File: src/rtl/rfs_pkg.sv
package rfs_pkg;
  localparam int unsigned RF_DEPTH_DEF = 32;
  localparam int unsigned RF_HALF_DEF  = 16;
  localparam int unsigned RF_RDPORTS   = 2;

  typedef enum logic {
    ACC_NARROW = 1'b0,
    ACC_WIDE   = 1'b1
  } acc_width_e;
endpackage

File: src/rtl/rfs_wr_decode.sv
module rfs_wr_decode #(
  parameter int unsigned AW = 5
) (
  input  logic                 clk,
  input  logic                 rst,
  input  logic                 wr_en,
  input  rfs_pkg::acc_width_e  wr_width,
  input  logic                 wr_hi_en,
  input  logic [AW-1:0]        wr_addr,
  output logic                 lo_we,
  output logic                 hi_we
);
  import rfs_pkg::*;

  logic addr_live;
  logic hi_gate;

  assign addr_live = (wr_addr != '0);
  assign hi_gate   = (wr_width == ACC_WIDE) | wr_hi_en;
  assign lo_we     = wr_en & addr_live;
  assign hi_we     = wr_en & addr_live & hi_gate;

  p_no_zero_write_r5: assert property (@(posedge clk) disable iff (rst)
    (wr_addr == '0) |-> (!lo_we && !hi_we));

  p_narrow_keeps_hi_r7: assert property (@(posedge clk) disable iff (rst)
    (wr_width == ACC_NARROW && !wr_hi_en) |-> !hi_we);

  p_lo_on_write_r6: assert property (@(posedge clk) disable iff (rst)
    (wr_en && wr_addr != '0) |-> lo_we);
endmodule

File: src/rtl/rfs_bank.sv
module rfs_bank #(
  parameter int unsigned DEPTH = 32,
  parameter int unsigned W     = 16,
  parameter int unsigned NRD   = 2,
  localparam int unsigned AW   = $clog2(DEPTH)
) (
  input  logic          clk,
  input  logic          rst,
  input  logic          we,
  input  logic [AW-1:0] waddr,
  input  logic [W-1:0]  wdata,
  input  logic          re    [NRD],
  input  logic [AW-1:0] raddr [NRD],
  output logic [W-1:0]  q     [NRD]
);
  logic [W-1:0] mem [DEPTH];

  always_ff @(posedge clk) begin
    if (we) mem[waddr] <= wdata;
  end

  for (genvar p = 0; p < NRD; p++) begin : g_rd
    always_ff @(posedge clk) begin
      if (rst) begin
        q[p] <= '0;
      end else if (re[p]) begin
        q[p] <= (raddr[p] == '0) ? '0 : mem[raddr[p]];
      end
    end

    p_hold_when_idle_r3: assert property (@(posedge clk) disable iff (rst)
      !re[p] |=> $stable(q[p]));

    p_zero_entry_r4: assert property (@(posedge clk) disable iff (rst)
      (re[p] && raddr[p] == '0) |=> (q[p] == '0));

    p_reset_clear_r9: assert property (@(posedge clk)
      rst |=> (q[p] == '0));
  end
endmodule

File: src/rtl/split_rf.sv
module split_rf #(
  parameter int unsigned DEPTH = rfs_pkg::RF_DEPTH_DEF,
  parameter int unsigned HALF  = rfs_pkg::RF_HALF_DEF,
  localparam int unsigned AW   = $clog2(DEPTH),
  localparam int unsigned DW   = 2 * HALF
) (
  input  logic          clk,
  input  logic          rst,
  input  logic [AW-1:0] rd_a_addr,
  input  logic          rd_a_wide,
  output logic [DW-1:0] rd_a_data,
  input  logic [AW-1:0] rd_b_addr,
  input  logic          rd_b_wide,
  output logic [DW-1:0] rd_b_data,
  input  logic          wr_en,
  input  logic          wr_wide,
  input  logic          wr_hi_en,
  input  logic [AW-1:0] wr_addr,
  input  logic [DW-1:0] wr_data
);
  import rfs_pkg::*;

  localparam int unsigned NRD = RF_RDPORTS;

  logic          lo_we, hi_we;
  logic          lo_re [NRD];
  logic          hi_re [NRD];
  logic [AW-1:0] raddr [NRD];
  logic [HALF-1:0] lo_q [NRD];
  logic [HALF-1:0] hi_q [NRD];
  acc_width_e    wr_width;

  assign wr_width = wr_wide ? ACC_WIDE : ACC_NARROW;

  assign raddr[0] = rd_a_addr;
  assign raddr[1] = rd_b_addr;
  assign lo_re[0] = 1'b1;
  assign lo_re[1] = 1'b1;
  assign hi_re[0] = rd_a_wide;
  assign hi_re[1] = rd_b_wide;

  rfs_wr_decode #(.AW(AW)) i_dec (
    .clk      (clk),
    .rst      (rst),
    .wr_en    (wr_en),
    .wr_width (wr_width),
    .wr_hi_en (wr_hi_en),
    .wr_addr  (wr_addr),
    .lo_we    (lo_we),
    .hi_we    (hi_we)
  );

  rfs_bank #(.DEPTH(DEPTH), .W(HALF), .NRD(NRD)) i_lo (
    .clk   (clk),
    .rst   (rst),
    .we    (lo_we),
    .waddr (wr_addr),
    .wdata (wr_data[HALF-1:0]),
    .re    (lo_re),
    .raddr (raddr),
    .q     (lo_q)
  );

  rfs_bank #(.DEPTH(DEPTH), .W(HALF), .NRD(NRD)) i_hi (
    .clk   (clk),
    .rst   (rst),
    .we    (hi_we),
    .waddr (wr_addr),
    .wdata (wr_data[DW-1:HALF]),
    .re    (hi_re),
    .raddr (raddr),
    .q     (hi_q)
  );

  assign rd_a_data = {hi_q[0], lo_q[0]};
  assign rd_b_data = {hi_q[1], lo_q[1]};

  p_narrow_bus_quiet_r3: assert property (@(posedge clk) disable iff (rst)
    !rd_a_wide |=> $stable(rd_a_data[DW-1:HALF]));

  p_port_b_zero_r4: assert property (@(posedge clk) disable iff (rst)
    (rd_b_addr == '0) |=> (rd_b_data[HALF-1:0] == '0));
endmodule

File: config.mk
export PLATFORM = sky130hd
export DESIGN_NAME = split_rf
export DESIGN_NICKNAME = d
export VERILOG_FILES = /design/src/rtl/rfs_pkg.sv /design/src/rtl/rfs_wr_decode.sv /design/src/rtl/rfs_bank.sv /design/src/rtl/split_rf.sv
export SDC_FILE = /design/constraint.sdc
export NUM_CORES = 1
export LEC_CHECK = 0
export BUFFER_PORTS_ARGS = -buffer_cell sky130_fd_sc_hd__buf_2
export CAP_MARGIN = 25
export CELL_PAD_IN_SITES_DETAIL_PLACEMENT = 1
export CELL_PAD_IN_SITES_GLOBAL_PLACEMENT = 1
export CORE_MARGIN = 2
export CORE_UTILIZATION = 45
export CTS_CLUSTER_SIZE = 12
export DETAILED_ROUTE_END_ITERATION = 8
export PLACE_DENSITY_LB_ADDON = 0.1
export RECOVER_POWER = 25
export SLEW_MARGIN = 20
export SYNTH_ARGS = -nofsm -noshare
export SYNTH_HDL_FRONTEND = slang
export SYNTH_SLANG_ARGS = --single-unit
File: constraint.sdc
create_clock -name clk -period 2.26 [get_ports clk]
set_input_delay 0.226 -clock clk [delete_from_list [all_inputs] [get_ports clk]]
set_output_delay 0.226 -clock clk [all_outputs]
set_load 0.01 [all_outputs]
# Word level (Yosys, flattened, before mapping)
# Memories as Yosys holds them, arrays and structs flattened. A register that Yosys moved wholly into a read port is not among the register bits.
# Index checks and enable logic that the tools add are counted.
# op_classes
n_addsub	0
n_mul	0
n_div	0
magnitude_cmp	0
eq_ne	0
n_shift	0
muxes	7
bitwise	3
reduce_logical	5
# ops
op	n
two-way mux 16 bit	2
logical NOT 5 bit	2
two-way mux 1 bit	5
nonzero test 5 bit	1
OR reduction 2 bit	2
AND 1 bit	2
bitwise OR 1 bit	1
# totals
register_bits	32
latchBits	0
ram_bits	1024
romBits	0
memories	2
# mem_list
name	words	width	rd	rd_ports_with_merged_regs	wr	line	text
i_hi.mem	32	16	2	0	1	rfs_bank.sv:16	logic [W-1:0] mem [DEPTH];
i_lo.mem	32	16	2	2	1	rfs_bank.sv:16	

# Logic depth before layout (Yosys ltp)
# logic_depth
depth_word	5
mapped_depth	10
depth_no_buf	5

# Modules after synthesis
# A second synthesis with hierarchy kept.
# hier_totals
cells_unflattened	2788
hier_area_um2	50238.2
# by_module_without_submodules
module	instances	cells_per_inst	area_per_inst_um2	seq_area_each_um2
rfs_bank	2	1391	25100.3	16015.4
rfs_wr_decode	1	5	33.8	0.0
split_rf	1	1	3.8	0.0

# Least setup slack after synthesis
# Ideal clock, no wire load.
# synth_path
kind	input-to-reg
from	in wr_addr[3]
to	mem i_hi.mem[20][0] (enable)
t_arrival_ps	1976
setup_slack_ps	-126
cell_stages	4
cell_sequence	clkbuf_1 > nand4b_1 > nand2b_1 > nor3_1
# synth_between
elab_chain_cells	5
# synth_lines
item	line	text
start, declared	split_rf.sv:18	input logic [AW-1:0] wr_addr,
nonzero test 5 bit	rfs_wr_decode.sv:18	assign addr_live = (wr_addr != '0);
AND 1 bit (2 in series)	rfs_wr_decode.sv:21	assign hi_we = wr_en & addr_live & hi_gate;
two-way mux 1 bit	rfs_bank.sv:19	if (we) mem[waddr] <= wdata;
two-way mux 1 bit (not written as such)	rfs_bank.sv:19	
end, declared	rfs_bank.sv:16	
# Parallel ways exist; a longest one is shown, timed or not.

==> flow_summary.json <==
{
  "status": "complete, but fails checks",
  "violations": "capacitance limit",
  "die-area_um2": 112000,
  "cp-start-kind": "flop",
  "die_h_um": 335,
  "grt_max_degree": 63,
  "wl_per_cell_um": 36.7,
  "critPathMaxStageDelay_ps": 470,
  "synthDistinctLibCells": 46,
  "fmax_mhz": 515,
  "nFillCells": 9616,
  "h-tree-depth": 3,
  "start_util": 0.452,
  "rows": 121,
  "drv_slew": 0,
  "gp_congestion": 0.833,
  "max_slew_margin": 0.00337,
  "period_share": 0.859,
  "clock_sinks": 1088,
  "grt_pass1_wl_um": 229000,
  "worstPathCellList": "mux4_2 -> a22o_1 -> a2111oi_2 -> a21oi_1 -> a22o_1",
  "async_flop_share": 0,
  "coreArea_um2": 109000,
  "p_total_w": 0.0464,
  "setup_violations": 0,
  "fin_util": 0.534,
  "comb_power_share": 0.088,
  "grt.overflow.total": 0,
  "port_buffers": 117,
  "grt_pass1_vias": 30700,
  "period_minus_slack_ps": 1940,
  "worstSkewPairLatency_ps": 720,
  "routed_via_density": 6.56,
  "cts_root_buf": "clkbuf_16",
  "swShare": 0.231,
  "critPathTopFamily": "compound AO/OA/AOI/OAI gates",
  "cts_tree": "built",
  "synth_top_flop_cell": "edfxtp_1",
  "num_io_pins": 118,
  "clock_skew_ps": 23.7,
  "layout.nets": 2927,
  "p_clk_frac": 0.425,
  "final_layout_size_suffix_gt1_frac": 0.372,
  "num_vias": 28800,
  "path_common_cell": "a22o_1",
  "synth-edff-count": 1024,
  "clk_pin_slew_ps": 60,
  "post_cts_buffers": 0,
  "seqPwrFrac": 0.487,
  "hold_path_class": "in2reg",
  "die_x_um": 335,
  "switching_power_w": 0.0107,
  "cp_data_required_time_ps": 2860,
  "arrival_ps": 2540,
  "syn_to_final_growth_pct": 18.0,
  "synth-xor-area-share": 0,
  "antenna_found_initial": 5,
  "ant_nets": 0,
  "track_usage": 0.290,
  "cts_buffers": 119,
  "synth.avg_cell_area_um2": 19.4,
  "synth_most_common_cell": "edfxtp_1",
  "cap_violations": 1,
  "rsz0062_at_grt": "false",
  "internal_power_w": 0.0357,
  "yosys.area.top_type": "edfxtp_1",
  "max-clock-path-buffers": 3,
  "worstSetupPathType": "reg2reg",
  "synth-compound-area-share": 0.0554,
  "finalHoldViolCount": 0,
  "path_buf_inv": 0,
  "power_density_nw_per_um2": 800,
  "slowest_stage": "mux4_2",
  "power.leakage_nw": 19.4,
  "syn_inst": 2531,
  "cp-end-kind": "flop",
  "crit_fanout": 2,
  "synth_simple_gate_area_share": 0.0148,
  "synthMuxAreaShare": 0.253,
  "dr.pass1.iters": 5,
  "drtIter0Drc": 3679,
  "post-dp-hpwl_um": 102000,
  "yosys-top-cells-area": "edfxtp_1 63%, mux4_2 20%, mux2i_1 4.2%, dfxtp_1 2.6%, mux2_2 0.82%",
  "ys_seq_elements": 1088,
  "synth_area_um2": 49200,
  "tightest_slew_ps": 1490,
  "yosysSeqAreaShare": 0.651,
  "synth_common_cells": "1024 x edfxtp_1, 444 x mux4_2, 204 x mux2i_1, 81 x clkbuf_1, 67 x nor2_1",
  "synth_top_family_by_area": "multiplexers",
  "yosys.area_share.adder": 0,
  "drc_errors": 0,
  "routed_wl_um": 161000,
  "yosys_warnings": 0,
  "peakVddDrop_uv": 696,
  "synth_top_area_frac": 0.625
}
-- layer usage --
layer	vias to the layer above	wire length [um]	global-route usage
met5	-	35	0
met4	6	4670	0.0895
met3	252	14600	0.0684
met2	1367	75600	0.453
met1	15600	66100	0.407
li1	11600	-	-
-- through the flow --
step	setup WS [ps]	hold slack, ps	cells	area [um2]	setup TNS (ps)
final	319	73.4	4392	58000	0
after global routing	288	95.3	4391	58000	0
after CTS	314	2.79	4391	58000	0
after detailed placement	-101	493	4157	54000	-245
after global placement	-69.5	499	4156	54000	-206
after floorplan	69.8	325	2562	49300	0
-- what timing repair did --
item	CTS	global route
hold endpoints to repair	122	0
setup endpoints to repair	0	0
hold buffers	9	0
gates resized for setup	0	0
-- kinds of logic (layout without fill, tap and decap cells) --
logic type,after synthesis,in the layout
AOI/OAI and AO/OA,369,369
buffers and inverters,236,651
DFF,1088,1088
muxes,684,684
other,1,33
and+or+nand+nor,153,153
-- power by group through the flow --
stage / Combinational, W / Clock (W) / Sequential (W)
floorplan: 0.00225 / 0 / 0.0230
detailed placement: 0.00404 / 0 / 0.0230
finish: 0.00407 / 0.0197 / 0.0226
global placement: 0.00397 / 0 / 0.0230
global route: 0.00427 / 0.0207 / 0.0226
CTS: 0.00408 / 0.0200 / 0.0226
-- flip-flops by register name, summed over array words and instances (netlist names) --
signal,count
i_hi.mem,512
i_lo.mem,512
i_lo.q,32
i_hi.q,32
-- layout make-up --
| class | instances | area [um2] | area share |
|---|---|---|---|
| flip-flops and latches | 1088 | 32000 | 0.552 |
| multi-input cells | 1238 | 16200 | 0.279 |
| repair buffers | 393 | 3920 | 0.0676 |
| clock buffers | 164 | 3380 | 0.0583 |
| well taps | 1414 | 1770 | 0.0305 |
| clock inverters | 61 | 568 | 0.00979 |
| inverters | 33 | 124 | 0.00214 |
| diodes | 1 | 2.50 | 0.0000431 |
-- final timing paths --
path | startpoint | end | slack [ps] | cells past startpoint
setup / recovery | i_hi.mem[9][8]$_DFFE_PP_ | i_hi.q[24]$_SDFFE_PP0P_ | 320 | 5
hold / removal | wr_data[28] | i_hi.mem[27][12]$_DFFE_PP_ | 70 | 1
setup reg to reg | i_hi.mem[9][8]$_DFFE_PP_ | i_hi.q[24]$_SDFFE_PP0P_ | 320 | 5
hold reg to reg | i_hi.q[26]$_SDFFE_PP0P_ | i_hi.q[26]$_SDFFE_PP0P_ | 510 | 1
-- cell usage in the layout, fill, tap and decap left out, drive strengths merged, types with 13 or more instances in the layout --
cell,netlist,layout
a211o,27,27
a211oi,17,17
a21oi,64,64
a22o,40,40
a22oi,44,44
a32o,16,16
buf,122,363
clkbuf,81,185
clkinv,22,68
conb,1,32
dfxtp,64,64
edfxtp,1024,1024
mux2,36,36
mux2i,204,204
mux4,444,444
nand2,22,22
nand2b,15,15
nor2,67,67
nor3,13,13
o21ai,18,18
o221ai,46,46
o22ai,62,62
Power figures use the tool's default switching activity.
